$ cat config.mk
export PLATFORM = sky130hd
export DESIGN_NAME = cir_rx_top
export DESIGN_NICKNAME = d
export VERILOG_FILES = /design/src/rtl/cir_rx_pkg.sv /design/src/rtl/cir_rx_sampler.sv /design/src/rtl/cir_rx_runlen.sv /design/src/rtl/cir_rx_fifo.sv /design/src/rtl/cir_rx_top.sv
export SDC_FILE = /design/constraint.sdc
export NUM_CORES = 1
export LEC_CHECK = 0
export BUFFER_PORTS_ARGS = -buffer_cell sky130_fd_sc_hd__buf_2
export CAP_MARGIN = 15
export CORE_MARGIN = 8
export CORE_UTILIZATION = 45
export DETAILED_ROUTE_END_ITERATION = 10
export PLACE_DENSITY = 0.58
export SETUP_SLACK_MARGIN = 0.05
export SYNTH_ARGS = -nofsm -noshare
export SYNTH_HDL_FRONTEND = slang
export SYNTH_SLANG_ARGS = --single-unit
export TNS_END_PERCENT = 30
$ cat constraint.sdc
create_clock -name clk -period 5 [get_ports clk]
set_input_delay 1 -clock clk [delete_from_list [all_inputs] [get_ports clk]]
set_output_delay 1 -clock clk [all_outputs]
set_load 0.005 [all_outputs]
$ cat src/rtl/cir_rx_pkg.sv
package cir_rx_pkg;

    localparam int BYTE_W  = 8;
    localparam int RUN_W   = 7;
    localparam int RUN_MAX = (1 << RUN_W) - 1;

    // status flag positions (host software depends on them)
    localparam int F_RXDATA = 0;
    localparam int F_RXTMO  = 1;
    localparam int F_TXUND  = 2;
    localparam int F_TXDONE = 3;
    localparam int IRQEN_BIT = 7;

    typedef enum logic [1:0] {
        SEL_STATUS = 2'd0,
        SEL_RXDATA = 2'd1,
        SEL_IDLE   = 2'd2,
        SEL_DROPS  = 2'd3
    } reg_sel_e;

    typedef struct packed {
        logic       irq_en;
        logic [3:0] flags;
    } status_t;

    typedef struct packed {
        logic             pulse;
        logic [RUN_W-1:0] ticks;
    } run_byte_t;

endpackage

$ cat src/rtl/cir_rx_sampler.sv
module cir_rx_sampler #(
    parameter int TICK_CYCLES = 10000
) (
    input  logic clk,
    input  logic rst_n,
    input  logic en,
    input  logic ir_in,
    output logic tick,
    output logic level
);
    localparam int DIV_W = (TICK_CYCLES > 1) ? $clog2(TICK_CYCLES) : 1;
    localparam logic [DIV_W-1:0] DIV_LAST = DIV_W'(TICK_CYCLES - 1);

    typedef struct packed {
        logic [1:0]       sync;
        logic [DIV_W-1:0] div;
    } smp_t;

    smp_t smp_q, smp_d;

    always_comb begin
        smp_d      = smp_q;
        smp_d.sync = {smp_q.sync[0], ir_in};
        tick       = 1'b0;
        if (!en) begin
            smp_d.div = '0;
        end else if (smp_q.div == DIV_LAST) begin
            smp_d.div = '0;
            tick      = 1'b1;
        end else begin
            smp_d.div = smp_q.div + 1'b1;
        end
    end

    assign level = smp_q.sync[1];

    always_ff @(posedge clk or negedge rst_n) begin
        if (!rst_n) smp_q <= '0;
        else        smp_q <= smp_d;
    end
endmodule

$ cat src/rtl/cir_rx_runlen.sv
module cir_rx_runlen
    import cir_rx_pkg::*;
#(
    parameter int THR_W = 8
) (
    input  logic             clk,
    input  logic             rst_n,
    input  logic             en,
    input  logic             tick,
    input  logic             level,
    input  logic [THR_W-1:0] idle_thr,
    output logic             push,
    output run_byte_t        push_byte,
    output logic             idle_hit
);
    typedef struct packed {
        logic             active;
        logic             lvl;
        logic [RUN_W-1:0] cnt;
        logic [THR_W-1:0] idle_cnt;
    } rl_t;

    rl_t              rl_q, rl_d;
    logic [RUN_W-1:0] cnt_inc;
    logic [THR_W-1:0] idle_inc;
    logic             thr_on;

    always_comb begin
        rl_d      = rl_q;
        push      = 1'b0;
        push_byte = '0;
        idle_hit  = 1'b0;
        cnt_inc   = rl_q.cnt + 1'b1;
        idle_inc  = (&rl_q.idle_cnt) ? rl_q.idle_cnt : rl_q.idle_cnt + 1'b1;
        thr_on    = (idle_thr > THR_W'(1));

        if (!en) begin
            rl_d = '0;
        end else if (tick) begin
            if (!rl_q.active) begin
                // wait for the first pulse sample
                if (level) begin
                    rl_d.active   = 1'b1;
                    rl_d.lvl      = 1'b1;
                    rl_d.cnt      = RUN_W'(1);
                    rl_d.idle_cnt = '0;
                end
            end else if (level != rl_q.lvl) begin
                // polarity change closes the running byte
                if (rl_q.cnt != '0) begin
                    push            = 1'b1;
                    push_byte.pulse = rl_q.lvl;
                    push_byte.ticks = rl_q.cnt;
                end
                rl_d.lvl      = level;
                rl_d.cnt      = RUN_W'(1);
                rl_d.idle_cnt = level ? '0 : THR_W'(1);
            end else begin
                if (!rl_q.lvl) rl_d.idle_cnt = idle_inc;
                if (!rl_q.lvl && thr_on && (idle_inc == idle_thr)) begin
                    push            = 1'b1;
                    push_byte.pulse = 1'b0;
                    push_byte.ticks = cnt_inc;
                    rl_d.active     = 1'b0;
                    rl_d.cnt        = '0;
                    rl_d.idle_cnt   = '0;
                    idle_hit        = 1'b1;
                end else if (cnt_inc == RUN_W'(RUN_MAX)) begin
                    push            = 1'b1;
                    push_byte.pulse = rl_q.lvl;
                    push_byte.ticks = cnt_inc;
                    rl_d.cnt        = '0;
                end else begin
                    rl_d.cnt = cnt_inc;
                end
            end
        end
    end

    always_ff @(posedge clk or negedge rst_n) begin
        if (!rst_n) rl_q <= '0;
        else        rl_q <= rl_d;
    end
endmodule

$ cat src/rtl/cir_rx_fifo.sv
module cir_rx_fifo #(
    parameter int DEPTH = 16,
    parameter int W     = 8,
    parameter int CNT_W = 8
) (
    input  logic             clk,
    input  logic             rst_n,
    input  logic             push,
    input  logic [W-1:0]     wdata,
    input  logic             pop,
    output logic [W-1:0]     head,
    output logic             empty,
    output logic             full,
    output logic             empty_next,
    output logic             pushed,
    output logic [CNT_W-1:0] drop_cnt
);
    localparam int AW = (DEPTH > 1) ? $clog2(DEPTH) : 1;
    localparam int LW = $clog2(DEPTH + 1);

    typedef struct packed {
        logic [DEPTH-1:0][W-1:0] mem;
        logic [AW-1:0]           wr;
        logic [AW-1:0]           rd;
        logic [LW-1:0]           lvl;
        logic [CNT_W-1:0]        drops;
    } ff_t;

    ff_t  ff_q, ff_d;
    logic do_pop;

    function automatic logic [AW-1:0] ptr_next(input logic [AW-1:0] p);
        return (p == AW'(DEPTH - 1)) ? '0 : p + 1'b1;
    endfunction

    always_comb begin
        ff_d   = ff_q;
        do_pop = pop && (ff_q.lvl != '0);
        pushed = push && ((ff_q.lvl != LW'(DEPTH)) || do_pop);
        if (pushed) begin
            ff_d.mem[ff_q.wr] = wdata;
            ff_d.wr           = ptr_next(ff_q.wr);
        end else if (push && !(&ff_q.drops)) begin
            ff_d.drops = ff_q.drops + 1'b1;
        end
        if (do_pop) ff_d.rd = ptr_next(ff_q.rd);
        ff_d.lvl = ff_q.lvl + LW'(pushed) - LW'(do_pop);
    end

    assign head       = ff_q.mem[ff_q.rd];
    assign empty      = (ff_q.lvl == '0);
    assign full       = (ff_q.lvl == LW'(DEPTH));
    assign empty_next = (ff_d.lvl == '0);
    assign drop_cnt   = ff_q.drops;

    always_ff @(posedge clk or negedge rst_n) begin
        if (!rst_n) ff_q <= '0;
        else        ff_q <= ff_d;
    end
endmodule

$ cat src/rtl/cir_rx_top.sv
module cir_rx_top
    import cir_rx_pkg::*;
#(
    parameter int TICK_CYCLES = 10000,
    parameter int FIFO_DEPTH  = 16,
    parameter int IDLE_DEF    = 20
) (
    input  logic       clk,
    input  logic       rst_n,
    input  logic       blk_en,
    input  logic       ir_in,
    input  logic       tx_underrun_evt,
    input  logic       tx_done_evt,
    input  logic [1:0] reg_addr,
    input  logic       reg_wr,
    input  logic       reg_rd,
    input  logic [7:0] reg_wdata,
    output logic [7:0] reg_rdata,
    output logic       irq
);
    localparam int THR_W  = BYTE_W;
    localparam int DROP_W = BYTE_W;

    typedef struct packed {
        status_t          st;
        logic [THR_W-1:0] thr;
    } core_t;

    localparam core_t CORE_RST = '{st: '0, thr: THR_W'(IDLE_DEF)};

    core_t             core_q, core_d;
    logic              tick, level;
    logic              rl_push, idle_hit;
    run_byte_t         rl_byte;
    logic [BYTE_W-1:0] fifo_head;
    logic              fifo_empty, fifo_full, fifo_empty_next, fifo_pushed;
    logic [DROP_W-1:0] drop_cnt;
    logic              wr_st, wr_thr, pop_req;
    logic [3:0]        w1c, set_ev;

    cir_rx_sampler #(.TICK_CYCLES(TICK_CYCLES)) u_smp (
        .clk(clk), .rst_n(rst_n), .en(blk_en), .ir_in(ir_in),
        .tick(tick), .level(level)
    );

    cir_rx_runlen #(.THR_W(THR_W)) u_rl (
        .clk(clk), .rst_n(rst_n), .en(blk_en), .tick(tick), .level(level),
        .idle_thr(core_q.thr), .push(rl_push), .push_byte(rl_byte),
        .idle_hit(idle_hit)
    );

    cir_rx_fifo #(.DEPTH(FIFO_DEPTH), .W(BYTE_W), .CNT_W(DROP_W)) u_fifo (
        .clk(clk), .rst_n(rst_n), .push(rl_push), .wdata(rl_byte),
        .pop(pop_req), .head(fifo_head), .empty(fifo_empty), .full(fifo_full),
        .empty_next(fifo_empty_next), .pushed(fifo_pushed), .drop_cnt(drop_cnt)
    );

    always_comb begin
        wr_st   = blk_en && reg_wr && (reg_sel_e'(reg_addr) == SEL_STATUS);
        wr_thr  = blk_en && reg_wr && (reg_sel_e'(reg_addr) == SEL_IDLE);
        pop_req = blk_en && reg_rd && (reg_sel_e'(reg_addr) == SEL_RXDATA);

        w1c = wr_st ? reg_wdata[3:0] : 4'h0;
        set_ev = '0;
        set_ev[F_RXDATA] = fifo_pushed;
        set_ev[F_RXTMO]  = idle_hit && !fifo_empty_next;
        set_ev[F_TXUND]  = blk_en && tx_underrun_evt;
        set_ev[F_TXDONE] = blk_en && tx_done_evt;

        core_d = core_q;
        // transmit flags: write-1-to-clear, a new event wins
        core_d.st.flags[F_TXDONE:F_TXUND] =
            (core_q.st.flags[F_TXDONE:F_TXUND] & ~w1c[F_TXDONE:F_TXUND])
            | set_ev[F_TXDONE:F_TXUND];
        // receive flags follow the queue: they drop only once it drains
        core_d.st.flags[F_RXTMO:F_RXDATA] = fifo_empty_next ? 2'b00 :
            (core_q.st.flags[F_RXTMO:F_RXDATA] | set_ev[F_RXTMO:F_RXDATA]);
        if (wr_st)  core_d.st.irq_en = reg_wdata[IRQEN_BIT];
        if (wr_thr) core_d.thr       = reg_wdata;
    end

    always_comb begin
        if (!blk_en) begin
            reg_rdata = '1;
        end else begin
            unique case (reg_sel_e'(reg_addr))
                SEL_STATUS: reg_rdata = {core_q.st.irq_en, 3'b000, core_q.st.flags};
                SEL_RXDATA: reg_rdata = fifo_empty ? '0 : fifo_head;
                SEL_IDLE:   reg_rdata = core_q.thr;
                default:    reg_rdata = drop_cnt;
            endcase
        end
    end

    assign irq = core_q.st.irq_en && (|core_q.st.flags);

    always_ff @(posedge clk or negedge rst_n) begin
        if (!rst_n) core_q <= CORE_RST;
        else        core_q <= core_d;
    end
endmodule

==> impl_metrics.tcl <==
set metrics [dict create \
    status "finished, final reports clean" \
    dp.cells 1221 \
    num_vias 7108 \
    dr.pass1.iters 4 \
    postSynthCellCount 962 \
    first_global_vias 7025 \
    cts_hold_buf 0 \
    antennaDiodeCount 0 \
    reg2reg_slack_ns 1.08 \
    synth_seq_cells 195 \
    die_area_um2 26920 \
    drv_cap 0 \
    peakVddDrop_mv 0.2559 \
    synth_area_um2 9866 \
    synth.avg_cell_area_um2 10.26 \
    finalCriticalPeriod_ns 4.113 \
    cts_tree "yes" \
    core-area_um2 21690 \
    async_flop_share_pct 100.0 \
    final_cells 1253 \
    rsz0062_at_grt "false" \
    clock-root-buffer "clkbuf_16" \
    hpwl_um 16600 \
    clockBufferDepth 2 \
    switching_share_pct 31.01 \
    die_w_um 164.1 \
    die_h_um 164.1 \
    synth_common_cells "dfrtp_1 (193), nand2_1 (175), o21ai_0 (84)" \
    synth_ff_type "dfrtp_1" \
    cts_num_sinks 195 \
    arrival_ns 3.11 \
    wl_per_cell_um 19.28 \
    fin_nets 997 \
    leakage_nw 4.749 \
    p_int_w 0.002661 \
    hold_viol 0 \
    final_util_pct 50.08 \
    power.switching_w 0.001196 \
    cts_resized 0 \
    drive_above_1_share_pct 14.90 \
    ys_warn_count 0 \
    vias_per_cell 5.673 \
    hold_depth 0 \
    drc 0 \
    syn_to_final_growth_pct 10.10 \
    clk_pin_slew_ns 0.08 \
    slew_viol_final 0 \
    fin_tns_setup_ns 0 \
    r2r-start "u_rl.rl_q[0]" \
    place_congestion 0.8640 \
    globalRouteTotalUtil_pct 19.00 \
    p_per_area_nw_per_um2 355.2 \
    start_kind "flop" \
    timing_worst_setup_path_type "flop to primary output" \
    antenna_found_initial 0 \
    numCtsBuffers 17 \
    grt_pass1_wl_um 39710 \
    cts_setup_buffers 0 \
    yosysMostFrequentCell "dfrtp_1" \
    required_ns 4.00 \
    rows 54 \
    synth_top_area_cell "dfrtp_1" \
    combPwrFrac_pct 17.8 \
    p_total_w 0.003858 \
    start_util_pct 45.49 \
    timing.rr.end "u_fifo.ff_q[144]" \
    clock.fmax_ghz 0.2432 \
    fin_crit_sh_pct 82.25 \
    tightest_slew_ns 1.127 \
    yosys.cell_types.count 62 \
    grt_start_max_net_pins 110 \
    totalWireLength_um 24160 \
    fin_worst_skew_ns 0.01512 \
    synth_top_area_share_pct 48.95 \
    clkPwrFrac_pct 36.8 \
    grt_remaining_overflow 0 \
    hold_end "u_smp.level" \
    first_iter_violations 627 \
    setup_viol 0 \
    synth.area.top_cells "dfrtp_1 (49%), mux4_2 (9.1%), nand2_1 (6.7%)" \
    io_buffers 26 \
    io-pin-count 27 \
    critPathMaxFanout 18 \
    insertion_delay_ns 0.44 \
    syn_nets 999 \
    worstHoldStart "u_smp.smp_d[15]" \
    seq_power_share_pct 45.4 \
    postRouteAntennaNets 0 \
    critPathCaptureType "primary output" \
    synth-edff-count 0 \
    reg2regPathDepth 11 \
    maxSlewHeadroom_pct 24.79 \
    yosysSeqAreaShare_pct 49.49 \
    htreeDepth 4 \
    min_path_type "flop to flop" \
]
## through the flow
stage	setup WS [ns]	cell area (um^2)	hold slack [ns]
after global placement	1.190	10240	0.3357
after floorplan	1.395	9866	0.3312
after global routing	0.6748	10860	0.3627
after detailed placement	1.116	10240	0.3362
final	0.8874	10860	0.3519
after CTS	0.8430	10860	0.3544
## layer usage
| metal | track usage, % | wire length (um) | vias to the layer above |
|---|---|---|---|
| li1 | - | - | 3431 |
| met1 | 26.67 | 11400 | 3499 |
| met2 | 29.35 | 11220 | 160 |
| met3 | 4.010 | 1252 | 18 |
| met4 | 5.207 | 288 | 0 |
| met5 | 0 | 0 | - |
## cells in the final DEF, fill, tap and decap left out, types with 20 or more instances in the layout
master	n
a21oi_1	23
and3_1	20
buf_2	25
dfrtp_1	192
inv_1	30
mux4_2	40
nand2_1	175
nand3_1	27
nor2_1	38
o21ai_0	83
o21ai_1	53
## kinds of logic after synthesis
logic type | count (synthesis) | synth area share [%]
AOI/OAI and AO/OA | 232 | 14.00
muxes | 66 | 11.95
and+or+nand+nor | 326 | 15.55
DFF | 195 | 49.49
xor gates and xnor gates | 28 | 2.486
adders and majority gates | 19 | 2.486
buffers and inverters | 96 | 4.046
## state kept, by name, summed over array words and instances, names as in the netlist
register / cells
u_fifo.ff_q: 141
u_rl.rl_q: 17
u_smp.smp_q: 14
core_q: 13
u_fifo.drop_cnt: 8
u_smp.level: 1
u_smp.smp_d: 1
## power by group through the flow
stage,Sequential [W],Clock (W),Combinational (W)
floorplan,0.00170,0,0.000545
global placement,0.00179,0,0.000687
detailed placement,0.00179,0,0.000694
CTS,0.00175,0.00146,0.000697
global route,0.00177,0.00152,0.000758
finish,0.00175,0.00142,0.000685
## worst max path at each step
stage / slack (ns) / start / endpoint
6_report: 0.89 / u_fifo.ff_q[13] / reg_rdata[0]
4_1_cts: 0.84 / u_fifo.ff_q[13] / reg_rdata[0]
3_3_place_gp: 1.19 / u_rl.rl_q[0] / u_fifo.ff_q[144]
3_5_place_dp: 1.12 / u_rl.rl_q[0] / u_fifo.ff_q[88]
2_1_floorplan: 1.39 / u_fifo.ff_q[13] / reg_rdata[7]
5_1_grt: 0.67 / u_rl.rl_q[0] / u_fifo.ff_q[112]
## final cells by class
class / instances / area [um^2]
Timing Repair Buffer: 45 / 306.5
Multi-Input combinational cell: 671 / 4584
Tap cell: 280 / 350.3
Fill cell: 1989 / 10830
Clock buffer: 17 / 425.4
Sequential cell: 195 / 4883
Inverter: 30 / 112.6
Clock inverter: 15 / 198.9
## worst max-delay path, cell delays in order, from the launching register on
cell and delay [ns]:
dfrtp_2 0.73, buf_12 0.28, mux4_2 0.60, mux4_2 0.56, nand2_1 0.12, nand3_1 0.08
nand2_1 0.08, nand2_1 0.06, buf_2 0.14
Note: power is estimated with default switching activity, not from simulation.
